<file path="config.mk">
export PLATFORM = sky130hd
export DESIGN_NAME = hwloop_ctrl
export DESIGN_NICKNAME = d
export VERILOG_FILES = /design/src/rtl/hwloop_pkg.sv /design/src/rtl/hwloop_stack.sv /design/src/rtl/hwloop_match.sv /design/src/rtl/hwloop_ctrl.sv
export SDC_FILE = /design/constraint.sdc
export NUM_CORES = 1
export LEC_CHECK = 0
export BUFFER_PORTS_ARGS = -buffer_cell sky130_fd_sc_hd__buf_4
export CAP_MARGIN = 20
export CORE_MARGIN = 4
export CORE_UTILIZATION = 30
export DETAILED_ROUTE_END_ITERATION = 10
export SETUP_SLACK_MARGIN = 0.3
export SLEW_MARGIN = 10
export SYNTH_ARGS = -nofsm -noshare
export SYNTH_HDL_FRONTEND = slang
export SYNTH_SLANG_ARGS = --single-unit
</file>
<file path="constraint.sdc">
create_clock -name clk_i -period 5.2 [get_ports clk_i]
set_input_delay 0.52 -clock clk_i [delete_from_list [all_inputs] [get_ports clk_i]]
set_output_delay 0.52 -clock clk_i [all_outputs]
set_load 0.02 [all_outputs]
</file>
<file path="src/rtl/hwloop_pkg.sv">
package hwloop_pkg;
  localparam int unsigned ADDR_W = 16;
  localparam int unsigned CNT_W  = 32;

  typedef struct packed {
    logic              lf;    // loop active
    logic              pend;  // start address not captured yet
    logic [ADDR_W-1:0] ls;    // loop start
    logic [ADDR_W-1:0] la;    // loop end
    logic [CNT_W-1:0]  lc;    // loop counter
  } loop_ctx_t;

  localparam loop_ctx_t CTX_RESET = '0;
endpackage

</file>
<file path="src/rtl/hwloop_stack.sv">
module hwloop_stack
  import hwloop_pkg::*;
#(
  parameter int unsigned DEPTH = 4
) (
  input  logic      clk_i,
  input  logic      rst_ni,
  input  logic      push_i,
  input  logic      pop_i,
  input  loop_ctx_t push_ctx_i,
  output loop_ctx_t top_ctx_o,
  output logic      ovf_o,
  output logic      udf_o
);
  localparam int unsigned SP_W = $clog2(DEPTH + 1);

  loop_ctx_t       mem_q [DEPTH];
  logic [SP_W-1:0] sp_q;
  logic            full, empty;
  logic            ovf_q, udf_q;

  assign full  = (sp_q == SP_W'(DEPTH));
  assign empty = (sp_q == '0);

  for (genvar i = 0; i < DEPTH; i++) begin : g_entry
    always_ff @(posedge clk_i or negedge rst_ni) begin
      if (!rst_ni) mem_q[i] <= CTX_RESET;
      else if (push_i && !pop_i && sp_q == SP_W'(i)) mem_q[i] <= push_ctx_i;
    end
  end

  always_comb begin
    top_ctx_o = CTX_RESET;
    for (int i = 0; i < DEPTH; i++)
      if (sp_q == SP_W'(i + 1)) top_ctx_o = mem_q[i];
  end

  always_ff @(posedge clk_i or negedge rst_ni) begin
    if (!rst_ni) begin
      sp_q  <= '0;
      ovf_q <= 1'b0;
      udf_q <= 1'b0;
    end else if (pop_i) begin
      if (empty) udf_q <= 1'b1;
      else       sp_q  <= sp_q - 1'b1;
    end else if (push_i) begin
      if (full) ovf_q <= 1'b1;
      else      sp_q  <= sp_q + 1'b1;
    end
  end

  assign ovf_o = ovf_q;
  assign udf_o = udf_q;

  AST_SP_BOUND: assert property (@(posedge clk_i) disable iff (!rst_ni)
    sp_q <= SP_W'(DEPTH));
  AST_OVF_STICKY: assert property (@(posedge clk_i) disable iff (!rst_ni)
    ovf_o |=> ovf_o);
  AST_UDF_STICKY: assert property (@(posedge clk_i) disable iff (!rst_ni)
    udf_o |=> udf_o);
endmodule

</file>
<file path="src/rtl/hwloop_match.sv">
module hwloop_match
  import hwloop_pkg::*;
(
  input  logic              active_i,
  input  logic              cmd_i,
  input  logic              fetch_valid_i,
  input  logic [ADDR_W-1:0] fetch_addr_i,
  input  logic [ADDR_W-1:0] end_addr_i,
  input  logic [CNT_W-1:0]  count_i,
  output logic              hit_o,
  output logic              last_o
);
  assign hit_o  = active_i && !cmd_i && fetch_valid_i && (fetch_addr_i == end_addr_i);
  assign last_o = (count_i <= CNT_W'(1));
endmodule

</file>
<file path="src/rtl/hwloop_ctrl.sv">
module hwloop_ctrl
  import hwloop_pkg::*;
#(
  parameter int unsigned DEPTH = 4
) (
  input  logic              clk_i,
  input  logic              rst_ni,
  input  logic              do_valid_i,
  input  logic [CNT_W-1:0]  do_count_i,
  input  logic [ADDR_W-1:0] do_end_addr_i,
  input  logic              enddo_i,
  input  logic              fetch_valid_i,
  input  logic [ADDR_W-1:0] fetch_addr_i,
  output logic              redirect_o,
  output logic [ADDR_W-1:0] redirect_addr_o,
  output logic              loop_active_o,
  output logic [CNT_W-1:0]  count_o,
  output logic              overflow_o,
  output logic              underflow_o
);
  loop_ctx_t ctx_q, ctx_d, top_ctx;
  logic      do_cmd, hit, last, exit_loop, repeat_loop;

  assign do_cmd = do_valid_i && !enddo_i;

  hwloop_match u_match (
    .active_i      (ctx_q.lf),
    .cmd_i         (do_valid_i || enddo_i),
    .fetch_valid_i (fetch_valid_i),
    .fetch_addr_i  (fetch_addr_i),
    .end_addr_i    (ctx_q.la),
    .count_i       (ctx_q.lc),
    .hit_o         (hit),
    .last_o        (last)
  );

  assign exit_loop   = enddo_i || (hit && last);
  assign repeat_loop = hit && !last;

  hwloop_stack #(.DEPTH(DEPTH)) u_stack (
    .clk_i      (clk_i),
    .rst_ni     (rst_ni),
    .push_i     (do_cmd),
    .pop_i      (exit_loop),
    .push_ctx_i (ctx_q),
    .top_ctx_o  (top_ctx),
    .ovf_o      (overflow_o),
    .udf_o      (underflow_o)
  );

  always_comb begin
    ctx_d = ctx_q;
    if (exit_loop) begin
      ctx_d = top_ctx;
    end else if (do_cmd) begin
      ctx_d.lf   = 1'b1;
      ctx_d.pend = 1'b1;
      ctx_d.ls   = '0;
      ctx_d.la   = do_end_addr_i;
      ctx_d.lc   = do_count_i;
    end else begin
      if (repeat_loop) ctx_d.lc = ctx_q.lc - 1'b1;
      if (fetch_valid_i && ctx_q.pend) begin
        ctx_d.ls   = fetch_addr_i;
        ctx_d.pend = 1'b0;
      end
    end
  end

  always_ff @(posedge clk_i or negedge rst_ni) begin
    if (!rst_ni) ctx_q <= CTX_RESET;
    else         ctx_q <= ctx_d;
  end

  // start not yet captured: the current fetch is the start
  assign redirect_o      = repeat_loop;
  assign redirect_addr_o = ctx_q.pend ? fetch_addr_i : ctx_q.ls;
  assign loop_active_o   = ctx_q.lf;
  assign count_o         = ctx_q.lc;

  AST_REDIRECT_ACTIVE: assert property (@(posedge clk_i) disable iff (!rst_ni)
    redirect_o |-> loop_active_o);
  AST_REPEAT_DEC: assert property (@(posedge clk_i) disable iff (!rst_ni)
    redirect_o |=> count_o == $past(count_o) - 1'b1);
  AST_DO_LOADS: assert property (@(posedge clk_i) disable iff (!rst_ni)
    (do_valid_i && !enddo_i) |=> (loop_active_o && count_o == $past(do_count_i)));
  AST_IDLE_NO_REDIRECT: assert property (@(posedge clk_i) disable iff (!rst_ni)
    (do_valid_i || enddo_i || !loop_active_o) |-> !redirect_o);
endmodule

</file>
# Word-level counts from Yosys, hierarchy flattened
# Index checks and enable logic that the tools add are counted.
[totals]
regBits = 335
out_inout_bits = 52
wordCells = 81
[op_classes]
n_addsub = 3
order_cmp = 1
eq_ne = 7
mux = 16
n_bitwise = 1
reduce_logical = 25
[ops]
columns = ["op", "count"]
rows = [
  ["66-bit two-way mux", 5],
  ["32-bit two-way mux", 2],
  ["17-bit two-way mux", 2],
  ["32-bit by 1-bit less-or-equal comparator with 1-bit output (second input constant)", 1],
  ["16-bit two-way mux", 2],
  ["32-bit by 1-bit subtractor with 32-bit output (second input constant)", 1],
  ["16-bit equality test", 1],
  ["1-bit logical AND", 12],
  ["3-bit two-way mux", 4],
  ["3-bit by 2-bit equality test with 1-bit output (second input constant)", 2],
  ["3-bit AND reduction", 2],
  ["3-bit nonzero test", 2],
  ["1-bit zero test", 4],
  ["3-bit by 1-bit adder with 3-bit output (second input constant)", 1],
  ["3-bit by 1-bit equality test with 1-bit output (second input constant)", 1],
  ["3-bit equality test (second input constant)", 1],
  ["3-bit zero test", 1],
  ["3-bit by 1-bit subtractor with 3-bit output (second input constant)", 1],
  ["1-bit logical OR", 2],
  ["2-bit by 1-bit inequality test with 1-bit output (second input constant)", 1],
  ["2-bit inequality test (second input constant)", 1],
  ["2-bit AND reduction", 1],
  ["2-bit nonzero test", 1],
  ["1-bit two-way mux", 1],
  ["1-bit inverter", 1],
]

# Depth between registers and ports, before layout
[depth]
word_depth = 10
depth_mapped = 12
mapped_depth_nobuf = 9

# Cells and area by module
# From an unflattened synthesis, not the netlist that was laid out.
[unflattened]
cells_unflattened = 1454
area_unflattened_um2 = 16388.2
[modules_own_cells]
columns = ["mod", "instances", "cells_per_inst", "area_each_um2"]
rows = [
  ["hwloop_stack", 1, 903, 11920.2],
  ["hwloop_ctrl", 1, 517, 4216.5],
  ["hwloop_match", 1, 34, 251.5],
]

# Worst setup path after synthesis
# OpenSTA, ideal clock, no wires.
[synth_timing]
path_kind = "flip-flop to flip-flop"
startpoint = "register ctx_q (netlist bit count_o[28])"
endpoint = "register ctx_q (netlist bit count_o[11])"
arrival_ns = 2.516
path_slack_ns = 2.546
stages_incl_launch_ff = 11
n_path_buf = 3
synth_period_minus_slack_ns = 2.654
cell_sequence = "dfrtp_1 -> buf_2 -> or3_1 -> or4_1 -> nor4_1 -> nand4_1 -> and2_1 -> buf_6 -> buf_6 -> a221oi_2 -> o22ai_1"
[synth_between]
elab_chain_len = 4
[synth_rtl]
columns = ["element", "line_no", "text"]
rows = [
  ["from (decl)", "hwloop_ctrl.sv:21", "loop_ctx_t ctx_q, ctx_d, top_ctx;"],
  ["from (signal assigned)", "hwloop_ctrl.sv:72", "else ctx_q <= ctx_d;"],
  ["32-bit by 1-bit less-or-equal comparator with 1-bit output *", "hwloop_match.sv:14", "assign last_o = (count_i <= CNT_W'(1));"],
  ["1-bit zero test or 1-bit logical AND (tied branches)", "hwloop_ctrl.sv:38, hwloop_ctrl.sv:37", ""],
  ["1-bit logical AND or 1-bit logical OR (tied branches)", "hwloop_ctrl.sv:38, hwloop_ctrl.sv:37", ""],
  ["3-bit nonzero test (no source line) or 66-bit two-way mux (tied branches)", "n/a", ""],
]
# Mark *: on every way between the ends. The rest lies on a longest branch, timed or not.
# A chain may end at the register's enable or synchronous reset.

# Final worst setup path
[layout_timing]
startpoint = "register ctx_q (netlist bit count_o[16])"
endpoint = "register ctx_q[49] (netlist name)"
[layout_between]
elab_chain_len = 4
[layout_rtl]
columns = ["element", "line_no", "text"]
rows = [
  ["32-bit by 1-bit less-or-equal comparator with 1-bit output *", "hwloop_match.sv:14", ""],
  ["1-bit logical AND *", "hwloop_ctrl.sv:37", "assign exit_loop = enddo_i || (hit && last);"],
  ["1-bit logical OR *", "hwloop_ctrl.sv:37", ""],
  ["3-bit nonzero test (no source line) or 66-bit two-way mux (tied branches)", "n/a", ""],
]
# Marked as above.

==> results_dict.tcl <==
set metrics [dict create \
    outcome "complete, no violations" \
    globalRoute.totalOverflow 0 \
    final_core_util_pct 35.2 \
    wl_per_cell_um 20.9 \
    synthTopCellsByArea "sky130_fd_sc_hd__dfrtp_1 (51%), sky130_fd_sc_hd__mux2_2 (18%), sky130_fd_sc_hd__a21oi_1 (3.5%)" \
    track_usage_pct 15.7 \
    pwr_density_cell_nw_per_um2 559 \
    crit_path_end "ctx_q[49]" \
    timing.final.crit_share_pct 78.7 \
    postCtsSetupBuffers 0 \
    placedInstanceArea_um2 17800 \
    cts-buffers-inserted 36 \
    io_pins 121 \
    slowest_stage "sky130_fd_sc_hd__nand4_1" \
    postRouteWirelength_um 47600 \
    die_y_um 242 \
    ys_seq_area_share_pct 50.9 \
    f_max_mhz 244 \
    hpwl_um 30200 \
    cts_repair_resize_count 0 \
    worstHoldPathType "in -> async" \
    max_slew_margin_pct 25.2 \
    ff2ff_path_depth 8 \
    synthesis.area_um2 16500 \
    dr_total_vias 12267 \
    hold_violations 0 \
    placement_rows 85 \
    rsz0062_at_grt "false" \
    finalInstanceArea_um2 19100 \
    drive_gt1_share_pct 30.6 \
    unique_masters_post_synth 55 \
    worst-endpoint-arrival_ps 4530 \
    final.setup.tns_ps 0 \
    grt_antenna_before_repair 0 \
    port-buffer-count 120 \
    finalMaxSlewViolations 0 \
    async_flop_share_pct 100 \
    timing.critical_path.from_type "register" \
    cts_tree "built" \
    clock-skew-final_ps 18.4 \
    criticalPathCategory "reg -> reg" \
    htree_num_levels 2 \
    mostFrequentLayoutCell "sky130_fd_sc_hd__dfrtp_1" \
    area_delta_synth_final_pct 15.8 \
    routed_vias_inst 5.39 \
    number_of_drc_violations_after_detailed_routing 0 \
    clk-insertion-delay-late_ps 540 \
    grt_first_pass_wirelength_um 74000 \
    grt_pass1_vias 12198 \
    pin_count_of_the_biggest_net_entering_global_routing 122 \
    antenna_cells_inserted 0 \
    dr.first_iter.drc_count 1031 \
    final_count_of_negative_setup_slack_endpoints 0 \
    cts_hold_repair.buffers 0 \
    timing.critical_path.cells "nor4_1 > nand4_1 > nor4_1 > nand4_1 > and2_2 > buf_4 > nand2_2 > a2bb2oi_1" \
    syn_avg_cell_area_um2 10.8 \
    post_synth_inst_count 1525 \
    max-clock-path-buffers 3 \
    postRouteAntennaNets 0 \
    drt_pre_antenna_iters 6 \
    cts.clk_slew.worst_paths_ps 60 \
    postSynth.topFlopCell "sky130_fd_sc_hd__dfrtp_1" \
    synth_edf_count 0 \
    synth_top_area_share_pct 50.9 \
    core_region_area_um2 54100 \
    fillers 5288 \
    layout.cells.most_common_list "sky130_fd_sc_hd__dfrtp_1 (335), sky130_fd_sc_hd__mux2_2 (264), sky130_fd_sc_hd__buf_4 (140)" \
    post-synth-top-area-cell "sky130_fd_sc_hd__dfrtp_1" \
    globalplace.congestion 0.805 \
    number_of_warnings_reported_in_the_yosys_synthesis_log 0 \
    final.min_clock_period_ps 4090 \
    synth_nets 1602 \
    totalPowerFinal_w 0.0107 \
    timing.critical_path.from "count_o[16]" \
    tightest_slew_ps 1120 \
    cap_viol_max_count 0 \
    power.static_leakage_nw 8.27 \
    timing.critical_path.slowest_cell_delay_ps 630 \
    die_x_um 242 \
    fp.dieArea_um2 58700 \
    regToRegEndpoint "ctx_q[49]" \
    power.ir.vdd_worst_v 0.000283 \
    crit_path_end_kind "register" \
    initial_cell_density_of_the_core_pct 30.4 \
    worst_ep_required_time_ps 5640 \
    yosys_register_bits 335 \
    worst_r2r_startpoint "count_o[16]" \
    critPathMaxFanout 32 \
    ctsRootBufferMaster "sky130_fd_sc_hd__clkbuf_16" \
    finalNetCount 1632 \
    cts_num_sinks 335 \
    worst_r2r_setup_slack_ps 1110 \
]
how the worst min path moves through the flow:
stage                       start            endpoint  cells past startpoint
finish                     rst_ni  u_stack.mem_q[114]                      1
global route               rst_ni  u_stack.mem_q[251]                      1
CTS                        rst_ni  u_stack.mem_q[183]                      1
detailed placement  u_stack.ovf_o       u_stack.ovf_o                      1
global placement    u_stack.ovf_o       u_stack.ovf_o                      1
floorplan                  rst_ni          count_o[0]                      0
critical path: cells and delay by family, from the launching register on:
family	cells	cell delay (ps)
flops	1	520
buf+inv	1	300
simple gates	6	2920
compound gates	1	220
cells by family after synthesis:
group | Yosys count | synth area share [%]
AO/OA/AOI/OAI | 388 | 15.0
flip-flops | 335 | 50.9
AND/OR/NAND/NOR | 332 | 9.33
multiplexers | 265 | 18.1
buffers and inverters | 174 | 4.86
XOR/XNOR | 23 | 1.22
adder cells (fa/ha/maj) | 8 | 0.608
state kept, by name (all words and copies together), names as in the netlist:
name	count
u_stack.sp_q	3
u_stack.udf_o	1
count_o	32
loop_active_o	1
u_stack.ovf_o	1
u_stack.mem_q	264
ctx_q	33
where the power goes:
group | internal, W | switching [W]
sequential | 0.00362 | 0.000836
combinational | 0.00168 | 0.00189
clock | 0.00158 | 0.00106
total | 0.00688 | 0.00378
metal layers:
| layer | up-vias | track usage (%) | part of all wire, % |
|---|---|---|---|
| met5 | - | 0 | 0 |
| met4 | 0 | 4.17 | 2.6 |
| met3 | 80 | 3.66 | 7.1 |
| met2 | 443 | 23.8 | 44 |
| met1 | 6214 | 22.7 | 46 |
| li1 | 5530 | - | - |
final cells by class:
| cell class | count | area, um^2 | area share (%) |
|---|---|---|---|
| multi-input combinational | 1016 | 7360 | 38.6 |
| clock inverter | 9 | 130 | 0.683 |
| tap | 696 | 871 | 4.57 |
| timing repair buffer | 145 | 1160 | 6.09 |
| inverter | 21 | 78.8 | 0.414 |
| clock buffer | 54 | 1080 | 5.66 |
| sequential | 335 | 8380 | 44.0 |
cell usage after synthesis (3+ instances only):
master	number
sky130_fd_sc_hd__o2bb2ai_1	3
sky130_fd_sc_hd__nor3_1	32
sky130_fd_sc_hd__inv_1	21
sky130_fd_sc_hd__o211ai_1	4
sky130_fd_sc_hd__nor4_1	9
sky130_fd_sc_hd__a21oi_1	115
sky130_fd_sc_hd__o21a_1	6
sky130_fd_sc_hd__dfrtp_1	335
sky130_fd_sc_hd__xnor2_1	20
sky130_fd_sc_hd__mux2_2	264
sky130_fd_sc_hd__a31oi_1	12
sky130_fd_sc_hd__a21o_1	3
sky130_fd_sc_hd__o31ai_1	5
sky130_fd_sc_hd__o22ai_1	27
sky130_fd_sc_hd__nand3_1	6
sky130_fd_sc_hd__nand3b_1	4
sky130_fd_sc_hd__nor2b_1	18
sky130_fd_sc_hd__a22oi_1	59
sky130_fd_sc_hd__or4_1	6
sky130_fd_sc_hd__a221oi_1	20
sky130_fd_sc_hd__a221oi_2	3
sky130_fd_sc_hd__o21ai_0	87
sky130_fd_sc_hd__clkbuf_1	110
sky130_fd_sc_hd__nand4_1	8
sky130_fd_sc_hd__buf_4	33
sky130_fd_sc_hd__buf_2	6
sky130_fd_sc_hd__a221o_1	3
sky130_fd_sc_hd__or3_1	4
sky130_fd_sc_hd__a2bb2oi_1	29
sky130_fd_sc_hd__nand2_1	111
sky130_fd_sc_hd__ha_1	8
sky130_fd_sc_hd__xor2_1	3
sky130_fd_sc_hd__and3_1	5
sky130_fd_sc_hd__nor2_1	98
sky130_fd_sc_hd__nand2b_1	9
sky130_fd_sc_hd__and2_1	13
stage by stage:
| stage | instances | hold WS [ps] | setup WS [ps] |
|---|---|---|---|
| final | 2276 | 76.2 | 1110 |
| after global routing | 2276 | 136 | 837 |
| after CTS | 2275 | 116 | 1180 |
| after detailed placement | 2212 | 450 | 1210 |
| after global placement | 2211 | 452 | 1490 |
| after floorplan | 1525 | 224 | 2550 |
No activity file was read; power rests on OpenSTA's default activity.
